### config.mk
export PLATFORM = sky130hd
export DESIGN_NAME = bus_phase_tracker
export DESIGN_NICKNAME = d
export VERILOG_FILES = /design/src/rtl/bpt_pkg.sv /design/src/rtl/bpt_sync.sv /design/src/rtl/bpt_phase_fsm.sv /design/src/rtl/bpt_capture.sv /design/src/rtl/bus_phase_tracker.sv
export SDC_FILE = /design/constraint.sdc
export NUM_CORES = 1
export LEC_CHECK = 0
export ABC_AREA = 1
export BUFFER_PORTS_ARGS = -buffer_cell sky130_fd_sc_hd__buf_2
export CELL_PAD_IN_SITES_DETAIL_PLACEMENT = 0
export CELL_PAD_IN_SITES_GLOBAL_PLACEMENT = 1
export CORE_UTILIZATION = 38
export CTS_CLUSTER_SIZE = 16
export DETAILED_ROUTE_END_ITERATION = 16
export PLACE_DENSITY_LB_ADDON = 0.1
export RECOVER_POWER = 50
export REMOVE_ABC_BUFFERS = 1
export SYNTH_ARGS = -nofsm -noshare
export SYNTH_HDL_FRONTEND = slang
export SYNTH_SLANG_ARGS = --single-unit
export TNS_END_PERCENT = 10
### constraint.sdc
create_clock -name clk -period 1.7 [get_ports clk]
set_input_delay 0.34 -clock clk [delete_from_list [all_inputs] [get_ports clk]]
set_output_delay 0.34 -clock clk [all_outputs]
set_load 0.02 [all_outputs]
### src/rtl/bpt_pkg.sv
// Package: phase codes and legality rules shared by the tracker modules.
// Assumes codes 2..7 are exactly the information transfer phases.
package bpt_pkg;
    typedef enum logic [3:0] {
        PH_FREE   = 4'd0,
        PH_SELECT = 4'd1,
        PH_DOUT   = 4'd2,
        PH_DIN    = 4'd3,
        PH_CMD    = 4'd4,
        PH_STAT   = 4'd5,
        PH_MOUT   = 4'd6,
        PH_MIN    = 4'd7,
        PH_RESET  = 4'd8,
        PH_RSVD   = 4'd9
    } phase_e;

    localparam int NUM_PHASES = 9;

    // True for the six information transfer phases.
    function automatic logic is_xfer(input logic [3:0] p);
        return (p >= 4'd2) && (p <= 4'd7);
    endfunction

    // True when moving from 'src' to 'dst' respects the bus ordering rules.
    function automatic logic legal_step(input logic [3:0] src, input logic [3:0] dst);
        if (dst == PH_FREE || dst == PH_RESET) return 1'b1;
        if (src == PH_RESET)  return 1'b0;
        if (src == PH_FREE)   return dst == PH_SELECT;
        if (src == PH_SELECT) return is_xfer(dst);
        if (is_xfer(src))     return is_xfer(dst);
        return 1'b0;
    endfunction
endpackage

### src/rtl/bpt_sync.sv
// Two-flop synchroniser for a vector of asynchronous lines.
// Assumes each bit is treated independently; skew between bits is handled
// downstream by the settle filter.
module bpt_sync #(
    parameter int W = 1
) (
    input  logic         clk,
    input  logic         rst_n,
    input  logic [W-1:0] d_in,
    output logic [W-1:0] d_out
);
    logic [W-1:0] meta_q;

    // Two stages of capture into the clock domain.
    always_ff @(posedge clk) begin
        if (!rst_n) begin
            meta_q <= '0;
            d_out  <= '0;
        end else begin
            meta_q <= d_in;
            d_out  <= meta_q;
        end
    end
endmodule

### src/rtl/bpt_phase_fsm.sv
// Phase decoder, settle filter and legality checker.
// Assumes synchronised, active-high lines. RST bypasses the settle filter.
module bpt_phase_fsm
    import bpt_pkg::*;
#(
    parameter int SETTLE_W = 4
) (
    input  logic                clk,
    input  logic                rst_n,
    input  logic                clr_viol,
    input  logic [SETTLE_W-1:0] settle_cnt,
    input  logic                s_bsy,
    input  logic                s_sel,
    input  logic                s_rst,
    input  logic                s_msg,
    input  logic                s_cd,
    input  logic                s_io,
    output phase_e              phase,
    output logic                phase_chg,
    output logic                viol
);
    localparam logic [SETTLE_W-1:0] RUN_MAX = {SETTLE_W{1'b1}};

    phase_e              cand, cand_q;
    logic [SETTLE_W-1:0] run;
    logic                settled, adopt, take_rst, viol_set;

    // Decode the line state into a candidate phase.
    always_comb begin
        if (s_rst)       cand = PH_RESET;
        else if (s_sel)  cand = PH_SELECT;
        else if (!s_bsy) cand = PH_FREE;
        else begin
            case ({s_msg, s_cd, s_io})
                3'b000:  cand = PH_DOUT;
                3'b001:  cand = PH_DIN;
                3'b010:  cand = PH_CMD;
                3'b011:  cand = PH_STAT;
                3'b110:  cand = PH_MOUT;
                3'b111:  cand = PH_MIN;
                default: cand = PH_RSVD;
            endcase
        end
    end

    // Decide adoption and violation for this cycle.
    always_comb begin
        settled  = (cand == cand_q) && (run >= settle_cnt);
        take_rst = (cand == PH_RESET) && (phase != PH_RESET);
        adopt    = !take_rst && settled && (cand_q != phase) && (cand_q != PH_RSVD);
        viol_set = (adopt && !legal_step(phase, cand_q)) ||
                   (!take_rst && settled && cand_q == PH_RSVD);
    end

    // Track candidate stability and update phase, pulse and flag.
    always_ff @(posedge clk) begin
        if (!rst_n) begin
            cand_q    <= PH_FREE;
            run       <= '0;
            phase     <= PH_FREE;
            phase_chg <= 1'b0;
            viol      <= 1'b0;
        end else begin
            cand_q    <= cand;
            run       <= (cand == cand_q) ? ((run == RUN_MAX) ? run : run + 1'b1) : '0;
            phase_chg <= take_rst || adopt;
            if (take_rst)   phase <= PH_RESET;
            else if (adopt) phase <= cand_q;
            if (viol_set)      viol <= 1'b1;
            else if (clr_viol) viol <= 1'b0;
        end
    end

    p_rst_exit_r3: assert property (@(posedge clk) disable iff (!rst_n)
        ($past(phase) == PH_RESET && phase != PH_RESET && phase != PH_FREE) |-> viol);
    p_free_no_viol_r4: assert property (@(posedge clk) disable iff (!rst_n)
        ($past(phase) != PH_FREE && phase == PH_FREE && !$past(viol) && !$past(clr_viol)
         && $past(cand_q) != PH_RSVD) |-> !viol);
    p_chg_pulse_r8: assert property (@(posedge clk) disable iff (!rst_n)
        phase_chg |-> (phase != $past(phase)));
    p_viol_sticky_r9: assert property (@(posedge clk) disable iff (!rst_n)
        ($past(viol) && !$past(clr_viol)) |-> viol);
    p_no_rsvd_r6: assert property (@(posedge clk) disable iff (!rst_n)
        phase != PH_RSVD);
endmodule

### src/rtl/bpt_capture.sv
// Handshake byte capture: latches data on a rising ACK while REQ is high.
// Assumes data lines are synchronised with the same depth as ACK.
module bpt_capture
    import bpt_pkg::*;
#(
    parameter int DATA_W = 8
) (
    input  logic              clk,
    input  logic              rst_n,
    input  logic              s_req,
    input  logic              s_ack,
    input  logic [DATA_W-1:0] s_data,
    input  logic [3:0]        phase,
    output logic              byte_stb,
    output logic [DATA_W-1:0] byte_val,
    output logic [3:0]        byte_phase
);
    logic ack_q;
    logic take;

    // Detect a qualified ACK rising edge.
    always_comb take = s_ack && !ack_q && s_req && is_xfer(phase);

    // Register the edge history and the captured byte.
    always_ff @(posedge clk) begin
        if (!rst_n) begin
            ack_q      <= 1'b0;
            byte_stb   <= 1'b0;
            byte_val   <= '0;
            byte_phase <= 4'd0;
        end else begin
            ack_q    <= s_ack;
            byte_stb <= take;
            if (take) begin
                byte_val   <= s_data;
                byte_phase <= phase;
            end
        end
    end

    p_stb_single_r10: assert property (@(posedge clk) disable iff (!rst_n)
        byte_stb |=> !byte_stb);
    p_stb_xfer_r10: assert property (@(posedge clk) disable iff (!rst_n)
        byte_stb |-> is_xfer(byte_phase));
endmodule

### src/rtl/bus_phase_tracker.sv
// Top: passive parallel bus phase tracker. Synchronises the bus lines,
// tracks the phase with ordering checks, and captures handshake bytes.
// Assumes all bus lines are active-high at these pins; never drives the bus.
module bus_phase_tracker
    import bpt_pkg::*;
#(
    parameter int DATA_W   = 8,
    parameter int SETTLE_W = 4
) (
    input  logic                  clk,
    input  logic                  rst_n,
    input  logic                  clr_viol,
    input  logic [SETTLE_W-1:0]   settle_cnt,
    input  logic                  bus_bsy,
    input  logic                  bus_sel,
    input  logic                  bus_rst,
    input  logic                  bus_req,
    input  logic                  bus_ack,
    input  logic                  bus_msg,
    input  logic                  bus_cd,
    input  logic                  bus_io,
    input  logic [DATA_W-1:0]     bus_data,
    output logic [3:0]            phase_code,
    output logic [NUM_PHASES-1:0] phase_onehot,
    output logic                  phase_chg,
    output logic                  viol,
    output logic                  byte_stb,
    output logic [DATA_W-1:0]     byte_val,
    output logic [3:0]            byte_phase
);
    localparam int CTRL_W = 8;
    localparam int SYNC_W = CTRL_W + DATA_W;

    logic [SYNC_W-1:0] raw, synced;
    phase_e            phase;

    assign raw = {bus_data, bus_bsy, bus_sel, bus_rst, bus_req,
                  bus_ack, bus_msg, bus_cd, bus_io};

    bpt_sync #(.W(SYNC_W)) u_sync (
        .clk   (clk),
        .rst_n (rst_n),
        .d_in  (raw),
        .d_out (synced)
    );

    bpt_phase_fsm #(.SETTLE_W(SETTLE_W)) u_fsm (
        .clk        (clk),
        .rst_n      (rst_n),
        .clr_viol   (clr_viol),
        .settle_cnt (settle_cnt),
        .s_bsy      (synced[7]),
        .s_sel      (synced[6]),
        .s_rst      (synced[5]),
        .s_msg      (synced[2]),
        .s_cd       (synced[1]),
        .s_io       (synced[0]),
        .phase      (phase),
        .phase_chg  (phase_chg),
        .viol       (viol)
    );

    assign phase_code = phase;

    bpt_capture #(.DATA_W(DATA_W)) u_cap (
        .clk        (clk),
        .rst_n      (rst_n),
        .s_req      (synced[4]),
        .s_ack      (synced[3]),
        .s_data     (synced[SYNC_W-1:CTRL_W]),
        .phase      (phase_code),
        .byte_stb   (byte_stb),
        .byte_val   (byte_val),
        .byte_phase (byte_phase)
    );

    // One bit per phase code.
    for (genvar i = 0; i < NUM_PHASES; i++) begin : g_onehot
        assign phase_onehot[i] = (phase_code == 4'(i));
    end

    p_onehot_r1: assert property (@(posedge clk) disable iff (!rst_n)
        $countones(phase_onehot) == 1);
endmodule

## Yosys cells after proc, flatten, opt, wreduce, memory -nomap -nowiden

Cells that the tools add are included.
Widths: inputs -> output; s select.

- $add $sub $neg: 1
- Order comparisons: 5
- Equality and inequality tests: 22
- Multiplexer cells: 33
- Bitwise gates (word level): 1
- Reductions and logical operators: 25

Operator list:

| cell | number |
|---|---|
| $mux 1 | 27 |
| $pmux 4 s6 | 1 |
| $eq 4x4->1 const B | 5 |
| $mux 4 | 5 |
| $eq 4x3->1 const B | 4 |
| $logic_and 1x1->1 | 12 |
| $eq 4x1->1 const B | 2 |
| $eq 4x2->1 const B | 2 |
| $ge 4x2->1 const B | 2 |
| $le 4x3->1 const B | 2 |
| $logic_not 4->1 | 2 |
| $ne 4x4->1 const B | 2 |
| $eq 3x2->1 const B | 2 |
| $eq 3x3->1 const B | 2 |
| $add 4x1->4 const B | 1 |
| $eq 4x4->1 | 1 |
| $ge 4x4->1 | 1 |
| $ne 4x4->1 | 1 |
| $reduce_bool 2->1 | 2 |
| $eq 3x1->1 const B | 1 |
| $logic_not 1->1 | 3 |
| $logic_not 3->1 | 1 |
| $logic_or 1x1->1 | 3 |
| $reduce_and 2->1 | 1 |
| other kinds (2) | 2 |

- Bits in registers: 60
- Input port bits: 23
- Output and inout port bits: 28
- Word-level logic and storage cells: 99

## Longest topological paths before layout

- Depth in word-level cells: 22
- Depth in mapped cells: 12
- Mapped depth without buffers: 12

## Hierarchy

From an unflattened synthesis, not the netlist that was laid out.

- Cell total of the unflattened synthesis: 375
- Area total of the unflattened synthesis: 2686.3 um^2

By module, submodules not included:

| module | times used | cells an instance | area each (um^2) | sequential area each (um^2) |
|---|---|---|---|---|
| bpt_phase_fsm | 1 | 150 | 977.2 | 280.3 |
| bpt_sync | 1 | 99 | 914.6 | 640.6 |
| bpt_capture | 1 | 106 | 714.4 | 280.3 |
| bus_phase_tracker | 1 | 20 | 80.1 | 0.0 |

## Worst setup path before layout

OpenSTA, ideal clock, no wires.

- Kind: flip-flop to flip-flop
- From: register u_fsm.phase[0]
- To: register u_fsm.viol
- Setup time: 118 ps
- Arrival: 1639 ps
- Data required time: 1582 ps
- Slack: -57 ps
- Cell stages (with the launch flop): 10
- Buffers on the path: 0
- Period minus slack after synthesis: 1757 ps
- Path through: dfxtp_1 > inv_2 > nor3_1 > o22ai_1 > nand2_1 > nand2_1 > nand2_1 > nor2_2 > nor2_1 > nor2_1

- Elaborated cells on any way between the ends: 42
- Those cells by class: order compare (2); eq/ne (4); mux (24); reduce/logical (12)

RTL lines:

| item | line | source |
|---|---|---|
| start, declared | bpt_phase_fsm.sv:18 | `output phase_e phase,` |
| start signal, assigned | bpt_phase_fsm.sv:68 | `else if (adopt) phase <= cand_q;` |
| $eq 4x1->1 (*) | n/a |  |
| named net phase_onehot[1] | bus_phase_tracker.sv:24 | `output logic [NUM_PHASES-1:0] phase_onehot,` |
| $mux 1 (2 in a row) | bpt_pkg.sv:29 | `if (src == PH_SELECT) return is_xfer(dst);` |
| $mux 1 | bpt_pkg.sv:28 | `if (src == PH_FREE) return dst == PH_SELECT;` |
| $mux 1 | bpt_pkg.sv:27 | `if (src == PH_RESET) return 1'b0;` |
| $mux 1 (*) | bpt_pkg.sv:30 | `if (is_xfer(src)) return is_xfer(dst);` |
| $mux 1 (*) | bpt_pkg.sv:29 |  |
| $mux 1 (*) | bpt_pkg.sv:28 |  |
| $mux 1 (*) | bpt_pkg.sv:27 |  |
| $logic_not 1->1 (*) | bpt_phase_fsm.sv:51 | `viol_set = (adopt && !legal_step(phase, cand_q)) \|\|` |
| $logic_and 1x1->1 (*) | bpt_phase_fsm.sv:51 |  |
| $logic_or 1x1->1 (*) | bpt_phase_fsm.sv:51 |  |
| $mux 1 / $reduce_bool 2->1 (equally long branches) | n/a |  |
| end signal, assigned | bpt_phase_fsm.sv:62 | `viol <= 1'b0;` |
| end signal, assigned | bpt_phase_fsm.sv:69 | `if (viol_set) viol <= 1'b1;` |
| end signal, assigned | bpt_phase_fsm.sv:70 | `else if (clr_viol) viol <= 1'b0;` |
| end, declared | bpt_phase_fsm.sv:20 | `output logic viol` |

The timed path passes the listed nets; every way through them passes the cells marked *. The select of a mux whose other input is x is not followed.
A chain may end at the register's enable or synchronous reset.

## Worst setup path after layout

- From: register u_fsm.phase[2]
- To: output phase_onehot[1]

- Word-level cells in the longest chain between the ends: 1

Ends and longest elaborated chain:

| item | line | source |
|---|---|---|
| $eq 4x1->1 | bus_phase_tracker.sv:79 | `assign phase_onehot[i] = (phase_code == 4'(i));` |
| end, declared | bus_phase_tracker.sv:24 |  |

Every way passes these cells.

==> summary.md <==
| Metric | Value |
|---|---|
| Seq cells post-synth | 60 |
| Root Buffer | clkbuf_8 |
| Worst endpoint required time | 1.36 ns |
| Synth unique cells | 29 |
| Worst Max-Slew Pin Slew | 0.676 ns |
| DRT iter0 DRCs | 80 |
| Global-route met1 utilization | 0.178 |
| Post-route minimum period | 1.61 ns |
| Relative slew slack | 0.550 |
| Cell Area, Synth | 2320 um^2 |
| Pwr Density | about 1000 nW/um^2 |
| FF-to-FF Start | u_fsm.run[2]$_SDFFE_PN0P_ |
| Die Area | around 6400 um^2 |
| Met2 Usage GRT | 0.250 |
| Clock latency on the worst-skew pair | roughly 0.33 ns |
| Detail Placement HPWL | 3.39 mm |
| Vias in the first global route | 1,652 |
| Clk slew on worst S/H paths | approximately 0.070 ns |
| HP Class | in -> reg |
| CP peak stage delay | approximately 0.36 ns |
| Biggest area consumer among synthesized cells | dfxtp_1 |
| Crit path kind | reg -> out |
| Final instance area | between 2000 and 3000 um^2 |
| Final setup margin | roughly 0.093 ns |
| Grt met3 use | 0.0455 |
| Final Wtd Congestion | 0.846 |
| Avg Inst Size Synth | approximately 7.5 um^2 |
| DR pass1 iterations | 4 |
| R2r setup slk | ~0.19 ns |
| CP Capture Type | primary output |
| Synth top area cells | dfxtp_1 (52%), nand2_1 (13%), inv_1 (9.2%), nor2_1 (6.5%), ha_1 (2.7%) |
| Area after DPL | 2690 um^2 |
| VDD IR max | 0.506 mV |
| WL/cell | slightly above 10 um |
| Hold-fix buffers, CTS | 0 |
| Total Routing Usage GR | 0.155 |
| RSZ-0062 raised after global routing | yes |
| Grt total ovfl | 0 |
| Critical path's slowest cell | dfxtp_2 |
| Commonest non-fill, non-tap cell in the layout | nand2_1 |
| Cell count after synthesis | 311 |
| Via Count | 1,970 |
| Synth top area share | 0.517 |
| First-pass GRT wire length | 7.33 mm |
| Pre-CTS setup slack | roughly 0.070 ns |
| Routed Antenna Nets | 0 |
| Most used routing layer | met2 |
| CP startpoint kind | flop |
| Vias/cell | 4.37 |
| TritonCTS clock tree | built |
| Status | completed |
| Synth-to-layout area growth | 24.1% |
| H-Tree Depth | 3 |
| I/O pin cnt | about 50 |
| WHS Endpoint | u_sync.meta_q[14]$_SDFF_PN0_ |
| Initial antenna violation count | 0 |
| Final Hold Vio Count | 0 |
| Max_cap viols | 0 |
| Fmax | 622 MHz |
| Post-layout util | 0.487 |
| Ys Warns | 0 |
| Crit-path cells | inv_2 > nand2_1 > nor3_2 > buf_2 |
| CTS Buf Count | 9 |
| Postcts setup bufs | 0 |
| # nets final | 400 |
| Clock Sinks | 60 |
| Ant diodes | 0 |
| Fin. max-slew vios | 0 |
| Worst R2R Path Depth | 10 |
| FP Rows | 28 |
| Core area | 5920 um^2 |
| Final period utilization | 0.945 |
| Remaining DRCs | 0 |
| Largest net degree at the start of global routing | 18 |
| Initial cell density of the core | 0.392 |
| Die W | 80.2 um |
| I/O Buffers | 50 |
| Longest Clk Path Bufs | 2 |
| Layout cells sized above 1 | 0.221 |
| LEAKAGE | 1.61 nW |
| Final setup vio count | 0 |
| CP Data Arrival Time | roughly 1.3 ns |
| Most frequent cells in the layout | nand2_1 (81), dfxtp_1 (56), inv_1 (55), buf_2 (44), nor2_1 (40) |
| Hold_sp | bus_data[6] |
| Tot Pwr | between 2 and 3 mW |
| Seq/Total Area, Yosys | 0.517 |
| Sum Neg Setup Slack | 0 ns |
| Reg2Reg Capture Point | u_fsm.phase[3]$_SDFFE_PN0P_ |
| Total Wirelength | roughly 4.5 mm |
| Chip height | 80.2 um |
| Hold Path Depth | 3 |
| CP max FO | 5 |
| Clock skew | 0.00578 ns |
-- cell usage after synthesis, drive strengths merged --
cell type,n
nand2,82
dfxtp,60
inv,60
nor2,44
nand3,13
o21ai,11
a21oi,7
nand4,7
nor3,6
ha,5
clkbuf,4
buf,3
a211oi,1
a31oi,1
clkinv,1
nor4,1
o211ai,1
o22ai,1
or2,1
xnor2,1
xor2,1
-- critical path, delay by kind of cell (launching register included) --
family                 cells  cell delay (ns)
AND/OR/NAND/NOR            2             0.30
buffers and inverters      2             0.29
flip-flops                 1             0.36
-- sequential cells by signal (all words and copies together), names as in the netlist --
signal            count
u_fsm.cand_q          4
u_fsm.viol            1
u_fsm.phase           4
u_fsm.phase_chg       1
u_sync.meta_q        16
u_cap.byte_stb        1
u_cap.byte_phase      4
u_cap.byte_val        8
u_fsm.run             4
u_cap.ack_q           1
u_sync.d_out         16
-- how the worst max path moves through the flow --
stage	startpoint	endpoint	slack, ns	depth (start not counted)
5_1_grt	u_fsm.phase[3]$_SDFFE_PN0P_	phase_onehot[6]	-0.003	5
3_5_place_dp	settle_cnt[1]	u_fsm.viol$_SDFFE_PN0P_	0.07	13
2_1_floorplan	u_fsm.phase[0]$_SDFFE_PP0P_	u_fsm.viol$_SDFFE_PN0P_	-0.06	9
3_3_place_gp	settle_cnt[1]	u_fsm.viol$_SDFFE_PN0P_	0.11	13
4_1_cts	u_fsm.phase[0]$_SDFFE_PP0P_	phase_onehot[1]	0.01	3
6_report	u_fsm.phase[2]$_SDFFE_PP0P_	phase_onehot[1]	0.09	4
-- per-layer routing --
metal / share of wire / vias to the layer above
met5: 0 / -
met4: 0.026 / 0
met3: 0.046 / 15
met2: 0.47 / 65
met1: 0.46 / 822
li1: - / 1068
-- cell type report --
cell class	instances	area, um^2
clock buffers	11	141
inverters	61	229
repair buffers	57	289
flip-flops and latches	60	1210
clock inverters	4	50.0
well taps	75	93.8
multi-input cells	183	870
fillers	611	3040
-- metrics by stage --
step	hold WS (ns)	std cells
global placement	0.392	436
floorplan	0.390	304
detailed placement	0.395	436
finish	0.189	451
CTS	0.170	451
global route	0.183	451
-- where the power goes --
| group | total (mW) | leakage [nW] | internal (mW) | switching (mW) |
|---|---|---|---|---|
| clock network | 1.22 | 0.0914 | 0.706 | 0.512 |
| logic | 0.229 | 1.02 | 0.0851 | 0.144 |
| registers | 1.48 | 0.493 | 1.46 | 0.0261 |
-- kinds of logic after synthesis --
kind of cell / share of synthesized area
flip-flops: 0.517
AND/OR/NAND/NOR: 0.285
buffers and inverters: 0.113
XOR/XNOR: 0.00754
AO/OA/AOI/OAI: 0.0506
adder cells (fa/ha/maj): 0.0269
-- timing repair --
item / CTS / global route
pin swaps: 0 / 1
resized for setup: 4 / 7
setup endpoints to repair: 5 / 13
Note: power is estimated with default switching activity, not from simulation.
